File: src/rtl/shf_pkg.sv
// Package: shared mode encoding for the shift and rotate unit.
// Assumes mode codes above SHF_ROL are invalid and produce zero.
package shf_pkg;
    typedef enum logic [2:0] {
        SHF_SLL = 3'd0,
        SHF_SRL = 3'd1,
        SHF_SRA = 3'd2,
        SHF_ROR = 3'd3,
        SHF_ROL = 3'd4
    } shf_mode_e;
endpackage

File: src/rtl/shf_amount_sel.sv
// Module: picks the shift distance and turns rotate-left into a right distance.
// Assumes REG_W >= AMT_W; the register bits above AMT_W are dropped on purpose.
module shf_amount_sel #(
    parameter int AMT_W = 5,
    parameter int REG_W = 32
) (
    input  logic [AMT_W-1:0] const_amt_i,
    input  logic [REG_W-1:0] reg_amt_i,
    input  logic             use_reg_i,
    input  logic             to_right_i,
    output logic [AMT_W-1:0] amt_o
);
    logic [AMT_W-1:0] picked;
    logic [AMT_W-1:0] negated;

    // Choose the source of the distance, keeping only its low bits.
    always_comb begin
        picked = use_reg_i ? reg_amt_i[AMT_W-1:0] : const_amt_i;
    end

    // Two's complement negation wraps n to (2^AMT_W - n) mod 2^AMT_W.
    always_comb begin
        negated = '0 - picked;
        amt_o   = to_right_i ? negated : picked;
    end
endmodule

File: src/rtl/shf_stage.sv
// Module: one barrel level that moves data right by S positions when enabled.
// Assumes 0 < S < W; the vacated high bits take either the wrapped low bits or the fill bit.
module shf_stage #(
    parameter int W = 32,
    parameter int S = 1
) (
    input  logic [W-1:0] d_i,
    input  logic         en_i,
    input  logic         rot_i,
    input  logic         fill_i,
    output logic [W-1:0] q_o
);
    logic [S-1:0] top_bits;

    // Bits entering at the top: wrapped for rotate, fill bit otherwise.
    always_comb begin
        top_bits = rot_i ? d_i[S-1:0] : {S{fill_i}};
    end

    // Either pass through unchanged or apply this level's displacement.
    always_comb begin
        q_o = en_i ? {top_bits, d_i[W-1:S]} : d_i;
    end
endmodule

File: src/rtl/shf_bitrev.sv
// Module: conditional bit-order reversal used to perform left shifts with a right barrel.
// Assumes a purely combinational use; no state.
module shf_bitrev #(
    parameter int W = 32
) (
    input  logic [W-1:0] d_i,
    input  logic         en_i,
    output logic [W-1:0] q_o
);
    logic [W-1:0] flipped;

    genvar g;
    generate
        for (g = 0; g < W; g++) begin : g_flip
            assign flipped[g] = d_i[W-1-g];
        end
    endgenerate

    // Select reversed or straight order.
    always_comb begin
        q_o = en_i ? flipped : d_i;
    end
endmodule

File: src/rtl/shf_barrel.sv
// Module: logarithmic right barrel with AMT_W levels of 1, 2, 4 ... positions.
// Assumes W == 2**AMT_W so that rotation by any distance is expressible.
module shf_barrel #(
    parameter int W     = 32,
    parameter int AMT_W = 5
) (
    input  logic [W-1:0]     d_i,
    input  logic [AMT_W-1:0] amt_i,
    input  logic             rot_i,
    input  logic             fill_i,
    output logic [W-1:0]     q_o
);
    logic [W-1:0] lvl [0:AMT_W];

    // Feed the first level.
    always_comb begin
        lvl[0] = d_i;
    end

    genvar k;
    generate
        for (k = 0; k < AMT_W; k++) begin : g_lvl
            shf_stage #(
                .W (W),
                .S (1 << k)
            ) u_stage (
                .d_i    (lvl[k]),
                .en_i   (amt_i[k]),
                .rot_i  (rot_i),
                .fill_i (fill_i),
                .q_o    (lvl[k+1])
            );
        end
    endgenerate

    // Last level is the barrel output.
    always_comb begin
        q_o = lvl[AMT_W];
    end
endmodule

File: src/rtl/shift_rotate_unit.sv
// Module: top of the shift and rotate unit; decodes mode, drives the barrel, registers the result.
// Assumes DATA_W is a power of two; result appears one clock after the inputs.
module shift_rotate_unit #(
    parameter int DATA_W = 32,
    parameter int REG_W  = 32
) (
    input  logic              clk,
    input  logic              rst_n,
    input  logic [DATA_W-1:0] src_i,
    input  logic [$clog2(DATA_W)-1:0] const_amt_i,
    input  logic [REG_W-1:0]  reg_amt_i,
    input  logic              use_reg_amt_i,
    input  logic [2:0]        mode_i,
    output logic [DATA_W-1:0] result_o
);
    import shf_pkg::*;

    localparam int AMT_W = $clog2(DATA_W);

    shf_mode_e         mode;
    logic              valid_mode;
    logic              is_left;
    logic              is_rot;
    logic              is_rol;
    logic              fill_bit;
    logic [AMT_W-1:0]  amt;
    logic [DATA_W-1:0] pre;
    logic [DATA_W-1:0] shifted;
    logic [DATA_W-1:0] post;
    logic [DATA_W-1:0] next_res;
    logic [DATA_W-1:0] result_q;

    // Decode the mode code into barrel controls.
    always_comb begin
        mode       = shf_mode_e'(mode_i);
        valid_mode = (mode_i <= 3'd4);
        is_left    = (mode == SHF_SLL);
        is_rol     = (mode == SHF_ROL);
        is_rot     = (mode == SHF_ROR) || is_rol;
        fill_bit   = (mode == SHF_SRA) && src_i[DATA_W-1];
    end

    shf_amount_sel #(
        .AMT_W (AMT_W),
        .REG_W (REG_W)
    ) u_amt (
        .const_amt_i (const_amt_i),
        .reg_amt_i   (reg_amt_i),
        .use_reg_i   (use_reg_amt_i),
        .to_right_i  (is_rol),
        .amt_o       (amt)
    );

    shf_bitrev #(.W(DATA_W)) u_rev_in (
        .d_i  (src_i),
        .en_i (is_left),
        .q_o  (pre)
    );

    shf_barrel #(
        .W     (DATA_W),
        .AMT_W (AMT_W)
    ) u_barrel (
        .d_i    (pre),
        .amt_i  (amt),
        .rot_i  (is_rot),
        .fill_i (fill_bit),
        .q_o    (shifted)
    );

    shf_bitrev #(.W(DATA_W)) u_rev_out (
        .d_i  (shifted),
        .en_i (is_left),
        .q_o  (post)
    );

    // Force zero for unused mode codes.
    always_comb begin
        next_res = valid_mode ? post : '0;
    end

    // Output register with synchronous active-low reset.
    always_ff @(posedge clk) begin
        if (!rst_n) begin
            result_q <= '0;
        end else begin
            result_q <= next_res;
        end
    end

    assign result_o = result_q;
endmodule

File: config.mk
export PLATFORM = sky130hd
export DESIGN_NAME = shift_rotate_unit
export DESIGN_NICKNAME = d
export VERILOG_FILES = /design/src/rtl/shf_pkg.sv /design/src/rtl/shf_amount_sel.sv /design/src/rtl/shf_stage.sv /design/src/rtl/shf_bitrev.sv /design/src/rtl/shf_barrel.sv /design/src/rtl/shift_rotate_unit.sv
export SDC_FILE = /design/constraint.sdc
export NUM_CORES = 1
export LEC_CHECK = 0
export BUFFER_PORTS_ARGS = -buffer_cell sky130_fd_sc_hd__buf_2
export CAP_MARGIN = 20
export CORE_ASPECT_RATIO = 0.9
export CORE_MARGIN = 3
export CORE_UTILIZATION = 40
export DETAILED_ROUTE_END_ITERATION = 10
export SLEW_MARGIN = 10
export SYNTH_ARGS = -nofsm -noshare
export SYNTH_HDL_FRONTEND = slang
export SYNTH_SLANG_ARGS = --single-unit
File: constraint.sdc
create_clock -name clk -period 5.95 [get_ports clk]
set_input_delay 0.8925 -clock clk [delete_from_list [all_inputs] [get_ports clk]]
set_output_delay 0.8925 -clock clk [all_outputs]
set_load 0.02 [all_outputs]
==> Yosys cells after proc, flatten, opt, wreduce, memory -nomap -nowiden <==
Index checks and enable logic that the tools add are counted.
{ "op_classes": {"n_eq_ne": 3, "add_sub_neg": 1, "muxes": 14, "magnitude_cmp": 1, "multipliers": 0, "shifts": 0, "n_div": 0, "n_bitwise": 0, "reduce_logical": 4} }
{ "op_table": {"columns": ["cell", "count"], "rows": [
  ["$mux 32", 7],
  ["$mux 16", 1],
  ["$mux 5", 2],
  ["$mux 8", 1],
  ["$eq 3x2->1 const B", 2],
  ["$sub 1x5->5 const A", 1],
  ["$mux 4", 1],
  ["$eq 3x3->1 const B", 1],
  ["$le 3x3->1 const B", 1],
  ["$logic_not 3->1", 1],
  ["$mux 2", 1],
  ["$reduce_and 2->1", 1],
  ["$logic_and 1x1->1", 1],
  ["$logic_or 1x1->1", 1],
  ["$mux 1", 1]
]} }
{ "word_totals": {"inputBits": 75, "ff_bits": 32, "latchBits": 0, "mem_count": 0, "rom_bits": 0, "mem_bits_rw": 0} }

==> Depth between registers and ports, before layout <==
{ "logic_depth": {"depth_word": 13, "ltp_mapped": 16, "ltp_nobuf": 11} }

==> Hierarchy <==
A second synthesis with hierarchy kept.
{ "hier_totals": {"cells_unflattened": 427, "area_unflattened_um2": 5016.1} }
{ "modules_own_cells": {"columns": ["mod", "seq_area_each_um2", "area_each_um2", "cells_per_inst", "instances"], "rows": [
  ["shf_bitrev", 0.0, 544.3, 36, 2],
  ["shift_rotate_unit", 640.6, 942.2, 76, 1],
  ["shf_stage at u_barrel.g_lvl[4].u_stage", 0.0, 643.1, 74, 1],
  ["shf_stage at u_barrel.g_lvl[0].u_stage", 0.0, 544.3, 38, 1],
  ["shf_stage at u_barrel.g_lvl[2].u_stage", 0.0, 540.5, 45, 1],
  ["shf_stage at u_barrel.g_lvl[1].u_stage", 0.0, 535.5, 40, 1],
  ["shf_stage at u_barrel.g_lvl[3].u_stage", 0.0, 520.5, 55, 1],
  ["shf_amount_sel", 0.0, 201.4, 27, 1]
]} }

==> Least setup slack after synthesis <==
No wires, ideal clock.
{ "synth_path": {"path_type": "input -> register", "from": "input port use_reg_amt_i", "to": "register result_q[28], in the netlist result_o[28]", "slack_ns": 1.933, "required_time_ns": 5.833, "setup_time_ns": 0.117, "path_stages": 13, "t_arrival_ns": 3.900, "path_buffers": 4, "path_cell_list": "buf_4 mux2_2 inv_2 buf_4 buf_2 ha_1 nor4b_2 xor2_1 buf_4 mux4_2 a311oi_1 a21oi_1 a22o_1"} }
{ "synth_between": {"elab_chain_cells": 10, "word_cells_on_any_way": 13} }
{ "synth_rtl": {"columns": ["element", "line", "rtl"], "rows": [
  ["start: declaration", "shift_rotate_unit.sv:12", "input logic use_reg_amt_i,"],
  ["$mux 5 *", "shf_amount_sel.sv:18", "picked = use_reg_i ? reg_amt_i[AMT_W-1:0] : const_amt_i;"],
  ["$sub 1x5->5", "shf_amount_sel.sv:23", "negated = '0 - picked;"],
  ["$mux 5 *", "shf_amount_sel.sv:24", "amt_o = to_right_i ? negated : picked;"],
  ["$mux 32", "shf_stage.sv:22", "q_o = en_i ? {top_bits, d_i[W-1:S]} : d_i;"],
  ["$mux 32 or $mux 2 (tied branches)", "shf_stage.sv:22, shf_stage.sv:17", null],
  ["$mux 4 or $mux 32 (tied branches)", "shf_stage.sv:17, shf_stage.sv:22", null],
  ["$mux 32 or $mux 8 (tied branches)", "shf_stage.sv:22, shf_stage.sv:17", null],
  ["$mux 32 or $mux 16 (tied branches)", "shf_stage.sv:22, shf_stage.sv:17", null],
  ["$mux 32 *", "shf_stage.sv:22", null],
  ["$mux 32 *", "shf_bitrev.sv:21", "q_o = en_i ? flipped : d_i;"],
  ["end signal: assignment", "shift_rotate_unit.sv:87", "result_q <= next_res;"],
  ["end: declaration", "shift_rotate_unit.sv:31", "logic [DATA_W-1:0] result_q;"]
]} }
Mark *: on every way between the ends. The rest lies on a longest branch, timed or not.
A chain may end at the register's enable or synchronous reset.

==> Worst setup path in the final report <==
{ "layout_path": {"from": "input port use_reg_amt_i", "to": "register result_q[7], in the netlist result_o[7]"} }
{ "layout_between": {"elab_chain_cells": 10, "word_cells_on_any_way": 13} }
{ "layout_rtl": {"columns": ["element", "line"], "rows": [
  ["$mux 5 *", "shf_amount_sel.sv:18"],
  ["$sub 1x5->5", "shf_amount_sel.sv:23"],
  ["$mux 5 *", "shf_amount_sel.sv:24"],
  ["$mux 32", "shf_stage.sv:22"],
  ["$mux 2 or $mux 32 (tied branches)", "shf_stage.sv:17, shf_stage.sv:22"],
  ["$mux 32 or $mux 4 (tied branches)", "shf_stage.sv:22, shf_stage.sv:17"],
  ["$mux 32 or $mux 8 (tied branches)", "shf_stage.sv:22, shf_stage.sv:17"],
  ["$mux 32 or $mux 16 (tied branches)", "shf_stage.sv:22, shf_stage.sv:17"],
  ["$mux 32 *", "shf_stage.sv:22"],
  ["$mux 32 *", "shf_bitrev.sv:21"]
]} }
Marked as above.

==> metrics.txt <==
Adder-Cell Fraction of Synth Area=0.00317; Worst EP required=roughly 6.1 ns; CTS sink count=32; commonest cells after routing, fill and taps aside=79 x buf_2, 72 x nand2_1, 47 x mux2i_1; Overall Power=0.980 mW; Final ANT Viol Nets=0; status=finished, final reports clean; final core occ=0.473; Synth Flop Type=dfxtp_1; die area=~11000 um^2; Max Transition Viols Final=0; xor and xnor area share after synthesis=0.0130; DP HPWL=around 9.5 mm; Post-CTS Hold Buffers=0; Post-Syn Area per Cell=about 8.0 um^2; nets@finish=slightly above 600; Syn Inst Count=approximately 500; CP Max Fanout=24; post-synthesis mux area share=0.247; startpoint types=input pin; Max Cap Viol=0; main combinational cell family by area after synthesis=compound AO/OA/AOI/OAI gates; DR WL/cell=18.4 um; largest net degree at the start of global routing=53; sequential share of the synthesized area=0.162; die width=111 um; Hold Vio Cnt, Final=0; max FFs per register=32; crit-path cells=buf_2 > mux2_2 > inv_2 > ha_1 > nor4b_2 > xnor2_2 > buf_4 > mux4_2 > nand2_1 > o21ai_0 > o21ai_0 > o22ai_1; initial antenna violation count=0; H-tree depth=2; first-pass detailed-route iteration total=5; Static Leak=~1.9 nW; Synth Area in Compound Gates=0.331; worst IR drop on VDD=about 0.13 mV; post-CTS sizing=0; CP arrival=between 4 and 5 ns; Avg Vias per Cell=6.38; met2 Use GR=0.346; first-pass GRT wire length=between 15 and 20 mm; syn_nets=567; met1 Use GR=0.283; Cell Area, Synth=roughly 3900 um^2; cell count after placement=between 600 and 700; Clock transition at path regs=0.07 ns; CTS Buf Count=5; root buf cell=clkbuf_8; Worst path slowest cell=mux2_2; Storage cell area=641 um^2; number of I/O port buffers=79; Iter 0 DRT Violations=roughly 260; period utilisation layout=0.710; CP endpoint kind=register; Max clock buf depth=2; commonest non-fill, non-tap cell in the layout=buf_2; CTS tree=yes; area of the multi-input gates=3080 um^2; Sw Ratio=0.445; Layout Area Growth over Synthesis=12.2%; hold depth=3; unrepaired setup endpoints after global routing=false; Sequential Power Share=0.252; Core Area=9370 um^2; WS Path Type=input pin to register; gp weighted congestion=about 0.92; drt total wl=roughly 12 mm; flops & latches, synth=32; Sw Pwr=around 0.44 mW; EDFF count, synth=0; crit-path max cell delay=roughly 0.61 ns; Post-CTS Setup Bufs=0; final setup fails=0; busiest grt layer=met2; I/O pin total=between 100 and 150; worst min-delay path category=input pin to register; number of vias in the routed layout=around 4200; fin cells=roughly 670; Internal=around 0.54 mW; max frequency=around 240 MHz; Fillers=between 900 and 1000; ys async rst share=0; FP Rows=33; number of global-route vias before repair=between 3000 and 4000; ratio of cells with drive above 1 in the final layout=0.254; clock share of power=0.162; GRT overflow=0; Power Dens Cells=221 nW/um^2; antenna cells=0; logic gate share of total power=0.586; initial core utilization=0.421; Vert. Die Dim=100 um; M3 GR Usage=0.0410; gr usage total=0.209; post-route minimum period=between 4 and 5 ns; Synth Area in Simple Gates=0.177; detailed-route DRC error count=0; CP most frequent cell=o21ai_0; headroom to the max-slew limit=0.350; Worst-Margin Slew=~1 ns; yosys warns=0; Synth cell types=68; Fin Setup TNS=0 ns
path summary, 6_finish.rpt:
check     startpoint  slack (ns)                 endpoint
min            rst_n        1.11  result_o[12]$_SDFF_PN0_
max    use_reg_amt_i        1.72   result_o[7]$_SDFF_PN0_
layer usage:
| metal | wire length (um) | up-vias |
|---|---|---|
| met4 | 235 | 0 |
| li1 | - | 2050 |
| met2 | 5690 | 145 |
| met1 | 5560 | 2025 |
| met5 | 0 | - |
| met3 | 752 | 20 |
Yosys cell counts (all sizes together) (2+ instances only):
cell type	number	area share
a211o	2	0.0044
a211oi	4	0.0089
a21o	2	0.0038
a21oi	47	0.061
a22o	6	0.013
a22oi	10	0.019
a311oi	2	0.0044
a31oi	3	0.0048
a32o	10	0.025
a32oi	18	0.040
and2	4	0.0063
and3	3	0.0048
buf	33	0.054
clkbuf	10	0.0095
dfxtp	32	0.16
inv	3	0.0029
mux2	6	0.018
mux2i	47	0.12
mux4	19	0.11
nand2	72	0.068
nand3	9	0.011
nor2	33	0.033
nor3	5	0.0089
nor4b	3	0.0082
o211ai	3	0.0057
o21a	4	0.0076
o21ai	28	0.035
o221ai	2	0.0044
o22ai	34	0.057
o31a	2	0.0044
o31ai	2	0.0038
o32ai	7	0.016
or3	3	0.0060
or4b	2	0.0051
xnor2	3	0.0067
xor2	2	0.0063
power groups by stage:
| stage | clock [mW] | combinational [mW] | sequential, mW |
|---|---|---|---|
| 6_report | 0.159 | 0.574 | 0.247 |
| 5_1_grt | 0.171 | 0.625 | 0.250 |
| 4_1_cts | 0.161 | 0.567 | 0.248 |
| 3_5_place_dp | 0 | 0.564 | 0.252 |
| 3_3_place_gp | 0 | 0.558 | 0.252 |
| 2_1_floorplan | 0 | 0.387 | 0.288 |
cell type report:
cell class              count  share of cell area
repair buffers             87               0.103
inverters                   3             0.00254
clock inverters             3             0.00424
well taps                 122              0.0345
multi-input cells         413               0.696
clock buffers               5              0.0155
flip-flops and latches     32               0.145
kinds of logic (layout without fill, tap and decap cells):
family | count (synthesis) | count (layout)
AO/OA/AOI/OAI | 191 | 191
adder cells (fa/ha/maj) | 1 | 1
buffers and inverters | 46 | 98
flip-flops | 32 | 32
XOR/XNOR | 5 | 5
multiplexers | 72 | 72
AND/OR/NAND/NOR | 144 | 144
metrics by stage:
step	worst slack [ns]	instance area [um^2]	hold WS, ns
after CTS	1.74	4430	1.10
after floorplan	1.93	3950	1.10
final	1.72	4430	1.11
after detailed placement	1.49	4340	1.31
after global placement	1.53	4340	1.31
after global routing	1.48	4430	1.13
worst max-delay path, delay by kind of cell:
kind | cells | cell delay (ns)
adder cells (fa/ha/maj) | 1 | 0.24
XOR/XNOR | 1 | 0.34
AO/OA/AOI/OAI | 3 | 0.54
multiplexers | 2 | 1.17
AND/OR/NAND/NOR | 2 | 0.64
buffers and inverters | 3 | 0.51
Note: power is estimated with default switching activity, not from simulation.
